<file path="src/rtl/sdc_pkg.sv">
package sdc_pkg;

    localparam int WORD_W    = 32;
    localparam int FRAME_LEN = 6;
    localparam int FRAME_W   = FRAME_LEN * 8;
    localparam int RSP_MAX   = 16;
    localparam int BUF_LEN   = RSP_MAX + 1;
    localparam int PTR_W     = $clog2(BUF_LEN + 1);
    localparam int FPTR_W    = $clog2(FRAME_LEN);
    localparam int ADDR_W    = 3;

    localparam logic [WORD_W-1:0] PEND_RX_MASK = 32'h0000_000A;
    localparam logic [7:0]        LONG_TAG     = 8'h3F;
    localparam int                SHORT_PAD_AT = 5;

    typedef enum logic [ADDR_W-1:0] {
        OFS_DIV   = 3'd0,
        OFS_EN    = 3'd1,
        OFS_PEND  = 3'd2,
        OFS_START = 3'd3,
        OFS_CMD   = 3'd4,
        OFS_DATA  = 3'd5
    } reg_ofs_e;

    typedef enum logic [1:0] {
        RLEN_NONE  = 2'd0,
        RLEN_SHORT = 2'd1,
        RLEN_LONG  = 2'd2,
        RLEN_RSVD  = 2'd3
    } rsp_len_e;

    typedef enum logic [1:0] {
        FR_IDLE = 2'd0,
        FR_REQ  = 2'd1,
        FR_WAIT = 2'd2
    } fr_state_e;

    typedef struct packed {
        logic [5:0]        index;
        logic [WORD_W-1:0] arg;
        logic [7:0]        crc;
    } sd_req_t;

    // byte 0 occupies the top byte of the frame vector
    function automatic sd_req_t decode_frame(input logic [FRAME_W-1:0] f);
        sd_req_t r;
        r.index = f[FRAME_W-3 -: 6];
        r.arg   = f[FRAME_W-9 -: WORD_W];
        r.crc   = f[7:0];
        return r;
    endfunction

    function automatic logic [PTR_W-1:0] shaped_len(input rsp_len_e c);
        case (c)
            RLEN_SHORT: return PTR_W'(6);
            RLEN_LONG:  return PTR_W'(BUF_LEN);
            default:    return '0;
        endcase
    endfunction

endpackage

</file>
<file path="src/rtl/sdc_cmd_framer.sv">
module sdc_cmd_framer
    import sdc_pkg::*;
(
    input  logic    clk,
    input  logic    rst,
    input  logic    byte_we,
    input  logic [7:0] byte_in,
    input  logic    req_ready,
    input  logic    rsp_done,
    output logic    req_valid,
    output sd_req_t req_o,
    output logic    busy,
    output logic    rsp_take
);

    fr_state_e            state_q;
    logic [FPTR_W-1:0]    wptr_q;
    logic [FRAME_W-1:0]   frame_q;
    logic [FRAME_W-1:0]   frame_nx;
    logic                 skip_q;
    sd_req_t              req_q;
    sd_req_t              req_nx;
    logic                 last_byte;

    always_comb begin
        frame_nx = frame_q;
        frame_nx[(FRAME_LEN - 1 - int'(wptr_q)) * 8 +: 8] = byte_in;
        req_nx    = decode_frame(frame_nx);
        last_byte = (int'(wptr_q) == FRAME_LEN - 1);
    end

    always_ff @(posedge clk) begin
        if (rst) begin
            state_q <= FR_IDLE;
            wptr_q  <= '0;
            frame_q <= '0;
            skip_q  <= 1'b0;
            req_q   <= '0;
        end else begin
            case (state_q)
                FR_IDLE: begin
                    if (byte_we) begin
                        if (skip_q) begin
                            skip_q <= 1'b0;
                        end else begin
                            frame_q <= frame_nx;
                            if (last_byte) begin
                                wptr_q  <= '0;
                                req_q   <= req_nx;
                                skip_q  <= (req_nx.index == 6'd0);
                                state_q <= FR_REQ;
                            end else begin
                                wptr_q <= wptr_q + 1'b1;
                            end
                        end
                    end
                end
                FR_REQ:  if (req_ready) state_q <= FR_WAIT;
                FR_WAIT: if (rsp_done)  state_q <= FR_IDLE;
                default: state_q <= FR_IDLE;
            endcase
        end
    end

    assign req_valid = (state_q == FR_REQ);
    assign req_o     = req_q;
    assign busy      = (state_q != FR_IDLE);
    assign rsp_take  = (state_q == FR_WAIT) && rsp_done;


    req_hold_chk: assert property (@(posedge clk) disable iff (rst)
        (req_valid && !req_ready) |=> (req_valid && $stable(req_o)));


    wptr_range_chk: assert property (@(posedge clk) disable iff (rst)
        int'(wptr_q) < FRAME_LEN);


    busy_freeze_chk: assert property (@(posedge clk) disable iff (rst)
        busy |=> $stable(wptr_q) || !busy);

endmodule

</file>
<file path="src/rtl/sdc_rsp_buffer.sv">
module sdc_rsp_buffer
    import sdc_pkg::*;
(
    input  logic         clk,
    input  logic         rst,
    input  logic         load,
    input  logic [5:0]   index,
    input  rsp_len_e     code,
    input  logic [RSP_MAX*8-1:0] bytes,
    input  logic         rd_step,
    output logic [7:0]   cur_byte,
    output logic         overrun
);

    logic [7:0]       mem_q [BUF_LEN];
    logic [PTR_W-1:0] ptr_q;
    logic [PTR_W-1:0] len_q;
    logic             ovr_q;
    logic [PTR_W-1:0] ptr_inc;

    assign ptr_inc = ptr_q + 1'b1;

    always_ff @(posedge clk) begin
        if (rst) begin
            for (int i = 0; i < BUF_LEN; i++) mem_q[i] <= '0;
        end else if (load) begin
            mem_q[0] <= (code == RLEN_LONG) ? LONG_TAG : {2'b00, index};
            for (int i = 1; i < BUF_LEN; i++) begin
                if (i == SHORT_PAD_AT && code == RLEN_SHORT)
                    mem_q[i] <= 8'h00;
                else
                    mem_q[i] <= bytes[(RSP_MAX - i) * 8 +: 8];
            end
        end
    end

    always_ff @(posedge clk) begin
        if (rst) begin
            ptr_q <= '0;
            len_q <= '0;
            ovr_q <= 1'b0;
        end else if (load) begin
            ptr_q <= '0;
            len_q <= shaped_len(code);
            ovr_q <= 1'b0;
        end else if (rd_step) begin
            if (ptr_inc > len_q) begin
                ptr_q <= '0;
                ovr_q <= 1'b1;
            end else begin
                ptr_q <= ptr_inc;
                ovr_q <= 1'b0;
            end
        end else begin
            ovr_q <= 1'b0;
        end
    end

    always_comb begin
        cur_byte = 8'h00;
        if (int'(ptr_q) < BUF_LEN) cur_byte = mem_q[ptr_q];
    end

    assign overrun = ovr_q;


    rptr_bound_chk: assert property (@(posedge clk) disable iff (rst)
        ptr_q <= len_q);


    overrun_wrap_chk: assert property (@(posedge clk) disable iff (rst)
        overrun |-> (ptr_q == '0));


    load_rewind_chk: assert property (@(posedge clk) disable iff (rst)
        load |=> (ptr_q == '0) && !overrun);

endmodule

</file>
<file path="src/rtl/sdc_ctrl_regs.sv">
module sdc_ctrl_regs
    import sdc_pkg::*;
(
    input  logic              clk,
    input  logic              rst,
    input  logic              wr,
    input  logic [ADDR_W-1:0] addr,
    input  logic [WORD_W-1:0] wdata,
    output logic [WORD_W-1:0] div_q,
    output logic [WORD_W-1:0] en_q,
    output logic [WORD_W-1:0] start_q,
    output logic [WORD_W-1:0] pend
);

    always_ff @(posedge clk) begin
        if (rst) begin
            div_q   <= '0;
            en_q    <= '0;
            start_q <= '0;
        end else if (wr) begin
            case (addr)
                OFS_DIV:   div_q   <= wdata;
                OFS_EN:    en_q    <= wdata;
                OFS_START: start_q <= wdata;
                default: ;
            endcase
        end
    end

    // receive flags follow their enables; a write here is re-covered at once
    assign pend = en_q & PEND_RX_MASK;


    pend_tx_zero_chk: assert property (@(posedge clk) disable iff (rst)
        (pend[0] == 1'b0) && (pend[2] == 1'b0));

endmodule

</file>
<file path="src/rtl/sdc_regfront.sv">
module sdc_regfront
    import sdc_pkg::*;
(
    input  logic                 clk,
    input  logic                 rst,
    input  logic                 card_present,
    input  logic [2:0]           bus_addr,
    input  logic                 bus_wr,
    input  logic                 bus_rd,
    input  logic [31:0]          bus_wdata,
    output logic [31:0]          bus_rdata,
    output logic                 cmd_busy,
    output logic                 rsp_overrun,
    output logic [31:0]          clk_div,
    output logic [3:0]           xfer_enable,
    output logic [1:0]           xfer_start,
    output logic                 req_valid,
    input  logic                 req_ready,
    output logic [5:0]           req_index,
    output logic [31:0]          req_arg,
    output logic [7:0]           req_crc,
    input  logic                 rsp_done,
    input  logic [1:0]           rsp_len,
    input  logic [127:0]         rsp_bytes,
    output logic                 dat_wr_valid,
    output logic [31:0]          dat_wr_word,
    output logic                 dat_rd_req,
    input  logic [31:0]          dat_rd_word
);

    logic        sel_cmd, sel_dat;
    logic        byte_we, rd_step, rsp_take;
    logic [7:0]  cur_byte;
    sd_req_t     req_s;
    logic [WORD_W-1:0] div_q, en_q, start_q, pend;

    assign sel_cmd = (bus_addr == OFS_CMD);
    assign sel_dat = (bus_addr == OFS_DATA);
    assign byte_we = bus_wr && sel_cmd && card_present && !cmd_busy;
    assign rd_step = bus_rd && !bus_wr && sel_cmd && card_present;

    sdc_ctrl_regs u_regs (
        .clk     (clk),
        .rst     (rst),
        .wr      (bus_wr),
        .addr    (bus_addr),
        .wdata   (bus_wdata),
        .div_q   (div_q),
        .en_q    (en_q),
        .start_q (start_q),
        .pend    (pend)
    );

    sdc_cmd_framer u_framer (
        .clk       (clk),
        .rst       (rst),
        .byte_we   (byte_we),
        .byte_in   (bus_wdata[7:0]),
        .req_ready (req_ready),
        .rsp_done  (rsp_done),
        .req_valid (req_valid),
        .req_o     (req_s),
        .busy      (cmd_busy),
        .rsp_take  (rsp_take)
    );

    sdc_rsp_buffer u_rsp (
        .clk      (clk),
        .rst      (rst),
        .load     (rsp_take),
        .index    (req_s.index),
        .code     (rsp_len_e'(rsp_len)),
        .bytes    (rsp_bytes),
        .rd_step  (rd_step),
        .cur_byte (cur_byte),
        .overrun  (rsp_overrun)
    );

    assign req_index   = req_s.index;
    assign req_arg     = req_s.arg;
    assign req_crc     = req_s.crc;
    assign clk_div     = div_q;
    assign xfer_enable = en_q[3:0];
    assign xfer_start  = start_q[1:0];

    assign dat_wr_valid = bus_wr && sel_dat && card_present;
    assign dat_wr_word  = bus_wdata;
    assign dat_rd_req   = bus_rd && !bus_wr && sel_dat && card_present;

    always_comb begin
        case (bus_addr)
            OFS_DIV:   bus_rdata = div_q;
            OFS_EN:    bus_rdata = en_q;
            OFS_PEND:  bus_rdata = pend;
            OFS_START: bus_rdata = start_q;
            OFS_CMD:   bus_rdata = card_present ? {24'h0, cur_byte} : 32'h0000_00FF;
            OFS_DATA:  bus_rdata = card_present ? dat_rd_word : 32'hFFFF_FFFF;
            default:   bus_rdata = '0;
        endcase
    end


    absent_quiet_chk: assert property (@(posedge clk) disable iff (rst)
        !card_present |-> (!dat_wr_valid && !dat_rd_req && !$rose(req_valid)));


    busy_no_reissue_chk: assert property (@(posedge clk) disable iff (rst)
        (cmd_busy && !rsp_take) |=> cmd_busy);


    take_only_busy_chk: assert property (@(posedge clk) disable iff (rst)
        rsp_take |-> (cmd_busy && !req_valid));

endmodule

</file>
<file path="config.mk">
export PLATFORM = sky130hd
export DESIGN_NAME = sdc_regfront
export DESIGN_NICKNAME = d
export VERILOG_FILES = /design/src/rtl/sdc_pkg.sv /design/src/rtl/sdc_cmd_framer.sv /design/src/rtl/sdc_rsp_buffer.sv /design/src/rtl/sdc_ctrl_regs.sv /design/src/rtl/sdc_regfront.sv
export SDC_FILE = /design/constraint.sdc
export NUM_CORES = 1
export LEC_CHECK = 0
export ABC_AREA = 1
export BUFFER_PORTS_ARGS = -buffer_cell sky130_fd_sc_hd__buf_2
export CAP_MARGIN = 10
export CORE_MARGIN = 2
export CORE_UTILIZATION = 46
export CTS_CLUSTER_SIZE = 8
export DETAILED_ROUTE_END_ITERATION = 7
export PLACE_DENSITY = 0.72
export SLEW_MARGIN = 20
export SYNTH_ARGS = -nofsm -noshare
export SYNTH_HDL_FRONTEND = slang
export SYNTH_SLANG_ARGS = --single-unit
</file>
<file path="constraint.sdc">
create_clock -name clk -period 5 [get_ports clk]
set_input_delay 1 -clock clk [delete_from_list [all_inputs] [get_ports clk]]
set_output_delay 1 -clock clk [all_outputs]
set_load 0.01 [all_outputs]
</file>
==> results_dict.tcl, run 1 <==
set metrics [dict create \
    critPathMaxFanout 26 \
    grt_overflow 0 \
    h-tree-depth 2 \
    finalMaxSlewViolations 0 \
    numCtsBuffers 48 \
    avgRoutedWirePerCell_um 17.44 \
    track_usage 0.2552 \
    required_ps 4000 \
    synth-warning-count 0 \
    p_sw_mw 1.494 \
    num-fill-cells 3218 \
    synth-main-ff-cell "dfxtp_1" \
    fin_crit_ps 4036 \
    finalHoldViolCount 0 \
    fin_nets 2497 \
    status "finished clean" \
    syn_inst 2016 \
    numClockSinks 341 \
    gp_congestion 0.8824 \
    ctsHoldBuffers 0 \
    clkPwrFrac 0.465 \
    drv_cap 0 \
    dieArea_um2 36260 \
    p_per_area_nw_per_um2 335.7 \
    tightest_slew_ps 1116 \
    num_vias 14740 \
    drc_errors 0 \
    fin_worst_skew_ps 15.60 \
    reg2reg_depth 7 \
    min_path_cells 2 \
    layout.cells.non_filler 2762 \
    cp-start-kind "flop" \
    antenna_found_initial 10 \
    irDropWorstVdd_v 0.0002464 \
    ys_ff_latch 341 \
    max_freq_mhz 247.8 \
    pin_count 357 \
    rows 68 \
    p_seq_frac 0.468 \
    dr.pass1.iters 7 \
    synth_cell_types 39 \
    final_layout_size_suffix_gt1_frac 0.2018 \
    design.core.area_um2 34370 \
    grt_pass1_vias 13680 \
    endpoint_kind "primary output" \
    min_path_type "flop to flop" \
    synth_edf_count 134 \
    clock_path_buffers 3 \
    insertion_delay_ps 550 \
    setup_viol 0 \
    vias_per_cell 5.337 \
    grt_max_degree 135 \
    syn_area_um2 15980 \
    ys_seq_area_frac 0.5110 \
    layout_commonest_cell "nor2_1" \
    dpl.cell_count 2682 \
    dieWidth_um 190.4 \
    root_buffer "clkbuf_16" \
    finalCritPeriodShare 0.8072 \
    cts_tree "done" \
    pwr-share-comb 0.067 \
    max_slew_margin 0.2562 \
    area_growth_pct 18.99 \
    grt_first_pass_wirelength_um 73060 \
    syn-mean-instance-area_um2 7.929 \
    intPower_mw 4.890 \
    most-common-layout-cells "nor2_1 (425), buf_2 (355), inv_1 (268), o21ai_0 (239), dfxtp_1 (206)" \
    rsz0062_at_grt "no" \
    initial_core_util 0.4650 \
    clk_pin_slew_worst_paths_ps 50 \
    leakage_nw 8.753 \
    dp_hpwl_um 32420 \
    ys_async_sr_fraction 0 \
    cts_setup_buffers 0 \
    worstPathArrival_ps 3040 \
    routed_wl_um 48160 \
    syn-num-nets 2236 \
    crit_type "flop to primary output" \
    portBuffers 356 \
    netSwitchingFraction 0.2340 \
    drt_iter0_drc 1240 \
    setup_tns_ps 0 \
    postCtsResizedCells 0 \
    die_h_um 190.4 \
    antenna_left 0 \
]
==> metrics by stage <==
step                      area [µm²]  worst slack (ps)  hold WS (ps)    util  total power [mW]
after floorplan                15990              1283         424.5       -             3.269
after detailed placement       17660              1211         444.4  0.5138             3.462
after CTS                      18990             970.2         451.0  0.5526             6.408
final                          19020             964.2         452.3  0.5533             6.384
after global placement         17660              1300         434.7  0.5138             3.456
after global routing           19010             809.1         476.0  0.5530             6.572
==> critical path: stages, from the launching register on <==
cell	delay [ps]
dfxtp_1	290
buf_4	210
inv_1	600
buf_4	310
nor2_1	60
o21ai_0	70
nand3_1	100
o211ai_1	190
nand3_1	180
nand2_1	140
nand2_1	60
nand2_1	60
nand2_1	50
buf_2	160
==> cell type report <==
type,count,area (µm²),area share
repair buffers,370,1889,0.09934
inverters,279,1051,0.05526
clock inverters,2,17.52,0.0009210
diodes,8,20.02,0.001053
clock buffers,70,1315,0.06914
flip-flops and latches,341,8169,0.4295
well taps,455,569.3,0.02993
multi-input cells,1237,5988,0.3148
==> sequential cells by signal (all words and copies together), names as in the netlist, named ones only <==
name,count
u_framer.frame_q,46
u_framer.req_o,46
u_framer.skip_q,1
u_framer.state_q,2
u_framer.wptr_q,3
u_regs.div_q,32
u_regs.en_q,32
u_regs.start_q,32
u_rsp.len_q,2
u_rsp.mem_q,134
u_rsp.overrun,1
u_rsp.ptr_q,5
==> power by group through the flow <==
stage	clock (mW)	combinational [mW]	sequential, mW
after floorplan	0	0.235	3.03
after global placement	0	0.417	3.04
after global routing	3.11	0.473	2.99
after detailed placement	0	0.423	3.04
final	2.97	0.429	2.99
after CTS	3.00	0.426	2.99
==> cells in the mapped netlist (14+ instances only) <==
cell	count	area [µm²]
o2111ai_1	24	210.2
buf_4	44	330.3
o21ai_1	35	175.2
a21oi_1	125	625.6
clkbuf_1	81	304.0
nand3_1	83	415.4
buf_2	28	140.1
ha_1	15	187.7
o211ai_1	27	202.7
dfxtp_1	207	4144
a211oi_2	14	175.2
inv_1	270	1013
edfxtp_1	134	4024
o21ai_0	239	1196
nor2_1	425	1595
nand2_1	194	728.2
==> cells by family (layout without fill, tap and decap cells) <==
family                   Yosys count  in the layout  share of synthesized area
AO/OA/AOI/OAI                    490            490                     0.1736
XOR/XNOR                           3              3                   0.001644
adder cells (fa/ha/maj)           16             16                    0.01299
buffers and inverters            438            721                     0.1159
flip-flops                       341            341                     0.5110
multiplexers                       1              1                  0.0006262
other                              0              8                          0
AND/OR/NAND/NOR                  727            727                     0.1843
==> routing by layer <==
layer	routed length (µm)	track usage
met1	19480	0.3322
met3	4816	0.06643
met5	52	0
met2	22330	0.4145
met4	1474	0.08259
==> path summary, 6_finish.rpt <==
path	start	to	slack [ps]
max	flop	bus_rdata[6]	960
min	u_framer.frame_q[20]	u_framer.frame_q[20]	450
max reg2reg	u_framer.wptr_q[0]	u_framer.frame_q[21]	1820
min reg2reg	u_framer.frame_q[20]	u_framer.frame_q[20]	450
No activity file was read; power rests on OpenSTA's default activity.
==> inputs of run 2 (changes only) <==
Clock period 5 ns to 3.3 ns, I/O delays scaled along.
==> run 2 against run 1 <==
Net effect: combinational power up 55%; worst setup slack worse by 830 ps; non-clock buffer count up 26; first-iteration DRC count down 2.0%; count of clock-buffer cells in the layout down 3; via count down 0.81%; critical path depth down 2; routed wire length down 2.9%; global-route usage down 0.73 points; critical endpoint is now bus_rdata[2]; clock skew up 3.8 ps.
==> results_dict.tcl, run 2 (synthesis results as in run 1) <==
set metrics [dict create \
    slowest_stage "dfxtp_2" \
    most-common-layout-cells "nor2_1 (425), buf_2 (355), inv_1 (268), o21ai_0 (238), dfxtp_1 (206)" \
    setup_viol 0 \
    min_path_type "primary input to flop" \
    rows 68 \
    pin_count 357 \
    cp-start-kind "flop" \
    finalMaxSlewViolations 0 \
    area_growth_pct 20.32 \
    final_layout_size_suffix_gt1_frac 0.2102 \
    required_ps 2640 \
    portBuffers 356 \
    layout_commonest_cell "nor2_1" \
    initial_core_util 0.4650 \
    worstPathArrival_ps 2500 \
    setup_tns_ps 0 \
    endpoint_kind "primary output" \
    fin_worst_skew_ps 19.41 \
    layout.cells.non_filler 2782 \
    dpl.cell_count 2708 \
    dp_hpwl_um 32280 \
    drc_errors 0 \
    top_register "u_rsp.mem_q" \
    dr.pass1.iters 5 \
    numClockSinks 341 \
    r2r_start "u_framer.wptr_q[1]" \
    antenna_found_initial 4 \
    tightest_slew_ps 988.2 \
    reg2reg_depth 11 \
    cts_setup_buffers 0 \
    drv_cap 0 \
    insertion_delay_ps 530 \
    die_h_um 190.4 \
    cpMostUsedCell "nand2_1" \
    numCtsBuffers 48 \
    h-tree-depth 2 \
    grt_max_degree 111 \
    worstPathCellList "inv_6, buf_12, o21ai_0, nand3_1, nand3_1, nand3_1, nand2_1, nand2_1, nand2_1, nand2_1, buf_2" \
    dieWidth_um 190.4 \
    grt_overflow 0 \
    avgRoutedWirePerCell_um 16.81 \
    slowest_delay_ps 410 \
    status "finished clean" \
    cts_tree "done" \
    min_from "bus_wdata[16]" \
    crit_type "flop to primary output" \
    routed_wl_um 46770 \
    fin_nets 2523 \
    grt_pass1_vias 13520 \
    rsz0062_at_grt "no" \
    max_freq_mhz 316.3 \
    fin_crit_ps 3161 \
    finalHoldViolCount 0 \
    min_path_cells 3 \
    clk_pin_slew_worst_paths_ps 50 \
    dieArea_um2 36260 \
    grt_first_pass_wirelength_um 71950 \
    max_slew_margin 0.3412 \
    track_usage 0.2479 \
    design.core.area_um2 34370 \
    antenna_left 0 \
    critPathMaxFanout 35 \
    p_per_area_nw_per_um2 496.9 \
    clock_path_buffers 3 \
    irDropWorstVdd_v 0.0003817 \
    finalCritPeriodShare 0.9580 \
    largest_reg_flops 134 \
    vias_per_cell 5.256 \
    root_buffer "clkbuf_16" \
    num_vias 14620 \
    drt_iter0_drc 1215 \
    leakage_nw 8.885 \
    gp_congestion 0.9258 \
]
## run 2: per-stage QoR
stage,cell area [µm²],power (mW),utilization,worst slack (ps),hold WS [ps]
final,19230,9.556,0.5595,138.7,397.0
after global routing,19230,9.868,0.5594,1.897,409.1
after CTS,19190,9.613,0.5584,23.18,386.9
after detailed placement,17890,5.256,0.5206,325.7,443.3
after global placement,17890,5.247,0.5206,304.2,434.0
after floorplan,15990,4.951,-,606.9,424.5
## run 2: metal layers
metal,track usage,up-vias,share of wire
li1,-,7120,-
met1,0.3379,6792,0.42
met2,0.4036,636,0.46
met3,0.04343,75,0.088
met4,0.07394,0,0.027
met5,0,-,0
## run 2: area by class of cell
type	count	area [µm²]
tap	455	569.3
clock buffer	67	1272
clock inverter	2	25.02
multi-input combinational	1237	5983
antenna	5	12.51
inverter	279	1055
fill	3181	15140
sequential	341	8169
timing repair buffer	396	2146
## run 2: power breakdown
group / leakage [nW] / switching [mW] / total [mW] / internal (mW)
registers: 3.06 / 0.0396 / 4.52 / 4.48
clock network: 0.625 / 1.74 / 4.38 / 2.63
logic: 5.20 / 0.431 / 0.663 / 0.232
## run 2: worst paths after layout
check        slack [ps]                   end
max                 140          bus_rdata[2]
min                 400       u_regs.en_q[16]
max reg2reg         380  u_framer.frame_q[12]
min reg2reg         450    u_regs.start_q[14]
## run 2: repair_timing
item / in CTS / in global routing
hold buffers: 0 / 0
hold endpoints to repair: 0 / 0
endpoints found under the setup margin: 1 / 6
pin swaps: 0 / 0
gates resized for setup: 1 / 11
## run 2: critical path: cells and delay by family, from the launching register on
family                 cells  cell delay [ps]
and+or+nand+nor            7              840
AOI/OAI and AO/OA          1              260
DFF                        1              410
buffers and inverters      3              440
